## src/rtl/swx_pkg.sv

```systemverilog
package swx_pkg;

    typedef enum logic [1:0] {
        CTX_NORMAL = 2'd0,
        CTX_INTR   = 2'd1,
        CTX_TRAP   = 2'd2
    } ctx_e;

    typedef enum logic [1:0] {
        ST_IDLE  = 2'd0,
        ST_FETCH = 2'd1,
        ST_DONE  = 2'd2
    } st_e;

    typedef struct packed {
        logic wide;
        logic idx_ok;
        logic ind_ok;
        logic mapped;
    } cls_t;

endpackage

```

## src/rtl/swx_fit.sv

```systemverilog
module swx_fit #(
    parameter int LONG_W = 20,
    parameter int IDX_W  = 3
) (
    input  logic [LONG_W-1:0] data_i,
    input  logic              wide_i,
    output logic [LONG_W-1:0] data_o
);
    localparam int SHORT_W = LONG_W - IDX_W;

    always_comb begin
        if (wide_i) begin
            data_o = data_i;
        end else begin
            data_o = {{IDX_W{1'b0}}, data_i[SHORT_W-1:0]};
        end
    end
endmodule

```

## src/rtl/swx_classify.sv

```systemverilog
module swx_classify
    import swx_pkg::*;
#(
    parameter int WORD_W = 32,
    parameter int LONG_W = 20,
    parameter int IDX_W  = 3
) (
    input  logic [WORD_W-1:0] instr_i,
    input  logic [1:0]        ctx_i,
    input  logic              ma_i,
    input  logic              mm_i,
    input  logic              map_bit_i,
    output cls_t              cls_o,
    output logic [LONG_W-1:0] addr_o,
    output logic [IDX_W-1:0]  idx_o,
    output logic              ind_bit_o
);
    // Bit k counted from the MSB sits at index WORD_W-1-k.
    localparam int IND_POS = WORD_W - 1;
    localparam int AT_POS  = WORD_W - 1 - 10;

    logic at_bit;
    logic ext_mode;
    logic std_rules;
    logic unused_bits;

    assign at_bit      = instr_i[AT_POS];
    assign ind_bit_o   = instr_i[IND_POS];
    assign idx_o       = instr_i[LONG_W-1 -: IDX_W];
    assign ext_mode    = ma_i & ~mm_i;
    assign std_rules   = (ctx_e'(ctx_i) == CTX_NORMAL) | ext_mode;
    assign unused_bits = ^instr_i[IND_POS-1:AT_POS+1] ^ ^instr_i[AT_POS-1:LONG_W];

    always_comb begin
        cls_o.ind_ok = 1'b1;
        if (std_rules) begin
            cls_o.wide   = ~at_bit;
            cls_o.idx_ok = at_bit;
            cls_o.mapped = at_bit;
        end else begin
            cls_o.wide   = 1'b1;
            cls_o.idx_ok = 1'b0;
            cls_o.mapped = at_bit & map_bit_i;
        end
    end

    swx_fit #(.LONG_W(LONG_W), .IDX_W(IDX_W)) u_fit (
        .data_i (instr_i[LONG_W-1:0]),
        .wide_i (cls_o.wide),
        .data_o (addr_o)
    );
endmodule

```

## src/rtl/swx_seq.sv

```systemverilog
module swx_seq
    import swx_pkg::*;
#(
    parameter int LONG_W = 20,
    parameter int IDX_W  = 3
) (
    input  logic              clk,
    input  logic              rst_n,
    input  logic              start_i,
    input  cls_t              cls_i,
    input  logic [LONG_W-1:0] addr_i,
    input  logic [IDX_W-1:0]  idx_i,
    input  logic              ind_bit_i,
    input  logic              ind_ack_i,
    input  logic [LONG_W-1:0] ind_data_i,
    output logic              busy_o,
    output logic              done_o,
    output logic              ind_req_o,
    output logic [LONG_W-1:0] ind_addr_o,
    output logic              ind_mapped_o,
    output logic [LONG_W-1:0] ref_addr_o,
    output cls_t              cls_o,
    output logic [IDX_W-1:0]  idx_reg_o
);
    typedef struct packed {
        st_e              st;
        logic [LONG_W-1:0] addr;
        cls_t              cls;
        logic [IDX_W-1:0]  idx;
    } state_t;

    state_t            s_d, s_q;
    logic [LONG_W-1:0] ind_fit;

    swx_fit #(.LONG_W(LONG_W), .IDX_W(IDX_W)) u_ind_fit (
        .data_i (ind_data_i),
        .wide_i (s_q.cls.wide),
        .data_o (ind_fit)
    );

    always_comb begin
        s_d = s_q;
        unique case (s_q.st)
            ST_IDLE: begin
                if (start_i) begin
                    s_d.addr = addr_i;
                    s_d.cls  = cls_i;
                    s_d.idx  = cls_i.idx_ok ? idx_i : '0;
                    s_d.st   = ind_bit_i ? ST_FETCH : ST_DONE;
                end
            end
            ST_FETCH: begin
                if (ind_ack_i) begin
                    s_d.addr = ind_fit;
                    s_d.st   = ST_DONE;
                end
            end
            ST_DONE: s_d.st = ST_IDLE;
            default: s_d.st = ST_IDLE;
        endcase
    end

    always_ff @(posedge clk) begin
        if (!rst_n) begin
            s_q <= '0;
        end else begin
            s_q <= s_d;
        end
    end

    assign busy_o       = (s_q.st != ST_IDLE);
    assign done_o       = (s_q.st == ST_DONE);
    assign ind_req_o    = (s_q.st == ST_FETCH);
    assign ind_addr_o   = s_q.addr;
    assign ind_mapped_o = s_q.cls.mapped;
    assign ref_addr_o   = s_q.addr;
    assign cls_o        = s_q.cls;
    assign idx_reg_o    = s_q.idx;
endmodule

```

## src/rtl/sw_xchg_addr_sel.sv

```systemverilog
module sw_xchg_addr_sel
    import swx_pkg::*;
#(
    parameter int WORD_W = 32,
    parameter int LONG_W = 20,
    parameter int IDX_W  = 3
) (
    input  logic              clk,
    input  logic              rst_n,
    input  logic              start_i,
    input  logic [WORD_W-1:0] instr_i,
    input  logic [1:0]        ctx_i,
    input  logic              ma_i,
    input  logic              mm_i,
    input  logic              map_bit_i,
    input  logic              ind_ack_i,
    input  logic [LONG_W-1:0] ind_data_i,
    output logic              busy_o,
    output logic              done_o,
    output logic              ind_req_o,
    output logic [LONG_W-1:0] ind_addr_o,
    output logic              ind_mapped_o,
    output logic [LONG_W-1:0] ref_addr_o,
    output logic              wide_o,
    output logic              idx_ok_o,
    output logic              ind_ok_o,
    output logic              mapped_o,
    output logic [IDX_W-1:0]  idx_reg_o
);
    cls_t              cls_in;
    cls_t              cls_out;
    logic [LONG_W-1:0] addr_in;
    logic [IDX_W-1:0]  idx_in;
    logic              ind_bit;

    swx_classify #(.WORD_W(WORD_W), .LONG_W(LONG_W), .IDX_W(IDX_W)) u_classify (
        .instr_i   (instr_i),
        .ctx_i     (ctx_i),
        .ma_i      (ma_i),
        .mm_i      (mm_i),
        .map_bit_i (map_bit_i),
        .cls_o     (cls_in),
        .addr_o    (addr_in),
        .idx_o     (idx_in),
        .ind_bit_o (ind_bit)
    );

    swx_seq #(.LONG_W(LONG_W), .IDX_W(IDX_W)) u_seq (
        .clk          (clk),
        .rst_n        (rst_n),
        .start_i      (start_i),
        .cls_i        (cls_in),
        .addr_i       (addr_in),
        .idx_i        (idx_in),
        .ind_bit_i    (ind_bit),
        .ind_ack_i    (ind_ack_i),
        .ind_data_i   (ind_data_i),
        .busy_o       (busy_o),
        .done_o       (done_o),
        .ind_req_o    (ind_req_o),
        .ind_addr_o   (ind_addr_o),
        .ind_mapped_o (ind_mapped_o),
        .ref_addr_o   (ref_addr_o),
        .cls_o        (cls_out),
        .idx_reg_o    (idx_reg_o)
    );

    assign wide_o   = cls_out.wide;
    assign idx_ok_o = cls_out.idx_ok;
    assign ind_ok_o = cls_out.ind_ok;
    assign mapped_o = cls_out.mapped;
endmodule

```

## config.mk

```make
export PLATFORM = sky130hd
export DESIGN_NAME = sw_xchg_addr_sel
export DESIGN_NICKNAME = d
export VERILOG_FILES = /design/src/rtl/swx_pkg.sv /design/src/rtl/swx_fit.sv /design/src/rtl/swx_classify.sv /design/src/rtl/swx_seq.sv /design/src/rtl/sw_xchg_addr_sel.sv
export SDC_FILE = /design/constraint.sdc
export NUM_CORES = 1
export LEC_CHECK = 0
export ABC_CLOCK_PERIOD_IN_PS = 2800
export BUFFER_PORTS_ARGS = -buffer_cell sky130_fd_sc_hd__buf_2
export CORE_UTILIZATION = 44
export CTS_BUF_LIST = sky130_fd_sc_hd__clkbuf_4 sky130_fd_sc_hd__clkbuf_8
export DETAILED_ROUTE_END_ITERATION = 6
export MAX_ROUTING_LAYER = met4
export PLACE_DENSITY_LB_ADDON = 0.2
export SLEW_MARGIN = 20
export SYNTH_ARGS = -nofsm -noshare
export SYNTH_HDL_FRONTEND = slang
export SYNTH_SLANG_ARGS = --single-unit
export TNS_END_PERCENT = 5
```

## constraint.sdc

```tcl
create_clock -name clk -period 2.8 [get_ports clk]
set_input_delay 0.42 -clock clk [delete_from_list [all_inputs] [get_ports clk]]
set_output_delay 0.42 -clock clk [all_outputs]
set_load 0.03 [all_outputs]
```

==> run summary <==
Outcome: finished, final reports clean
DR DRC count: 0
YS warnings: 0
Final WS setup: 0.908 ns
Critical Path AT: 1.47 ns
Mapped Area: 1680 um^2
Reg area: 581 um^2
Max-slew violations: 0
Global route overflow: 0
Post-CTS setup buffer count: 0
Mapped Nets: 269
Crit end category: output port
Hold Path Class: input port to flop
#FFs+latches synth: 29
Total GRT Usage: 0.195
Iteration count of the initial detailed-routing pass: 5
Num CTS Buffers: 5
Post-Synthesis Cells: 208
Final hold vios: 0
Worst-path maximum fanout: 16
Final GP Congestion: 0.728
First-pass GRT wire length: 6.09 mm
Fillers: 386
Nets@finish: 321
Main synth FF type: dfxtp_1
Placed Cells: 301
Row count: 22
PwrDens: 595 nW/um^2
Clock buffer depth: 2
DPL Wire Length: 2.60 mm
Hold buffers post-CTS: 0
DIE HEIGHT: 63.8 um
Min Hold Slack: 0.420 ns
Antenna-violating nets left: 0
Cell Chain, Critical Path: buf_4 > nand2b_1 > inv_1 > buf_2
Critical path class: flop to output port
Peak Freq: 528 MHz
Critical Path Start Type: flop
Antenna diodes: 0
Synth async-reset ratio: 0
Synth top area cells: dfxtp_1 (34%), buf_4 (20%), nand3b_1 (7.6%), a21oi_1 (6.2%), o21ai_0 (6.2%)
Largest delay share family, worst path: flip-flops
Syn avg cell area: 8.09 um^2
RSZ-0062 raised after global routing: no
Clk_lat worst skew: 0.27 ns
Routed wire length per instance: 12.1 um
Max incr delay on CP: 0.56 ns
Footprint of the multi-input gates: 681 um^2
Post-CTS Resized: 0
Die Area: 4080 um^2
Root Buffer: clkbuf_8
Starting DRT DRC Count: 59
Synth-to-Final Area Change: 15.0%
Sequential fraction of the synthesis area: 0.345
Slew HR: 0.623
Number of I/O port buffers: 101
Overall Power: 1.15 mW
Finished Layout Cells: 309
Fin crit share: 0.676
Clock sink count: 29
Pin count of the biggest net entering global routing: 30
Required @ worst endpoint: 2.38 ns
Setup TNS: 0 ns
CTS tree: done
Via density: 4.92
Total core area: 3660 um^2
Distinct cells, synth: 26
Worst ir drop on vdd: 295 uV
Vias in the first global route: 1,315
Max cap viols: 0
Routed Wire Length: 3.73 mm
Post-layout util: 0.529
Max Clock Skew: 0.00554 ns
Vias: 1,521
Crit path buf inv count: 3
Worst slew pin tran: 0.564 ns
Crit-path slowest cell: dfxtp_1
DP Area: 1850 um^2
Initial antenna violation count: 0
Clk slew on worst S/H paths: 0.06 ns
H-tree depth: 2
Share of layout cells above drive strength 1: 0.441
I/O pin count: 112
Final instance area: 1940 um^2
Crit path time final: 1.89 ns
Final number of setup-violating endpoints: 0
Leak: 0.943 nW
EDFF count, synth: 0
Biggest area consumer among synthesized cells: dfxtp_1
Share of Yosys cell area claimed by the top area cell type: 0.345
Die Span X: 63.8 um
Starting Density: 0.460
Pre-CTS setup slack: 0.974 ns
## cells in the mapped netlist (2+ instances only)
cell type	number
o21ai_0	21
nand3_1	3
buf_6	4
a311oi_1	3
nand2_1	11
nand3b_1	17
dfxtp_1	29
a21boi_0	4
o21a_1	2
buf_4	44
o21ai_1	19
nor2b_1	3
clkbuf_1	8
nor2_1	6
a21oi_1	21
a31oi_1	3
## sequential cells by signal, indices dropped and copies added (netlist names)
name                count
u_seq.ind_addr_o       20
u_seq.cls_o             3
u_seq.idx_reg_o         3
u_seq.s_q               2
u_seq.ind_mapped_o      1
## layout by cell type (no fill, tap or decap)
| cell | Yosys | layout |
|---|---|---|
| or2_2 | 1 | 1 |
| a21oi_1 | 21 | 21 |
| and3_1 | 1 | 1 |
| clkbuf_8 | 0 | 5 |
| clkinv_2 | 0 | 2 |
| a21boi_0 | 4 | 4 |
| nand3_1 | 3 | 3 |
| nor2_1 | 6 | 6 |
| clkbuf_4 | 0 | 1 |
| o21ai_1 | 19 | 19 |
| inv_1 | 1 | 1 |
| nand2b_4 | 1 | 1 |
| o21ai_0 | 21 | 21 |
| nor2b_1 | 3 | 3 |
| a31oi_1 | 3 | 3 |
| a21oi_4 | 1 | 1 |
| buf_2 | 1 | 101 |
| nor2_4 | 1 | 1 |
| o21a_1 | 2 | 2 |
| nand3b_1 | 17 | 17 |
| clkinv_1 | 1 | 1 |
| a311oi_1 | 3 | 3 |
| nand2b_1 | 1 | 1 |
| buf_4 | 44 | 2 |
| nand2_1 | 11 | 11 |
| dfxtp_1 | 29 | 29 |
## kinds of logic (layout without fill, tap and decap cells)
family / after synthesis / count (layout) / share of synthesized area
compound gates: 74 / 74 / 0.245
flops: 29 / 29 / 0.345
buf+inv: 60 / 113 / 0.251
simple gates: 45 / 45 / 0.160
## power breakdown
| part | internal (mW) | switching, mW | total, mW |
|---|---|---|---|
| logic | 0.111 | 0.235 | 0.346 |
| registers | 0.450 | 0.0286 | 0.478 |
| clock network | 0.181 | 0.147 | 0.328 |
## worst min-delay path: stages
cell     delay [ns]
buf_2          0.09
a21oi_1        0.05
nor2b_1        0.09
## layout make-up
type | instances | share of cell area
multi-input combinational | 119 | 0.352
sequential | 29 | 0.300
clock inverter | 2 | 0.00517
timing repair buffer | 103 | 0.269
tap | 48 | 0.0310
clock buffer | 6 | 0.0394
inverter | 2 | 0.00388
## worst paths after layout
check	from	to	slack (ns)	depth (start not counted)
setup reg to reg	u_seq.s_q[27]$_SDFFE_PN0P_	u_seq.ind_addr_o[14]$_SDFFE_PN0P_	1.21	4
hold / removal	instr_i[31]	u_seq.s_q[27]$_SDFFE_PN0P_	0.42	3
hold reg to reg	u_seq.idx_reg_o[1]$_SDFFE_PN0P_	u_seq.idx_reg_o[1]$_SDFFE_PN0P_	0.46	2
setup / recovery	u_seq.s_q[27]$_SDFFE_PN0P_	ind_req_o	0.91	4
## routing by layer
layer | track usage | vias to the layer above | share of wire | wire length (um)
li1 | - | 779 | - | -
met1 | 0.241 | 681 | 0.45 | 1690
met2 | 0.323 | 57 | 0.48 | 1790
met3 | 0.0446 | 4 | 0.061 | 228
met4 | 0.0426 | 0 | 0.0059 | 22
met5 | - | - | 0 | 0
(Power assumes the default switching activity.)
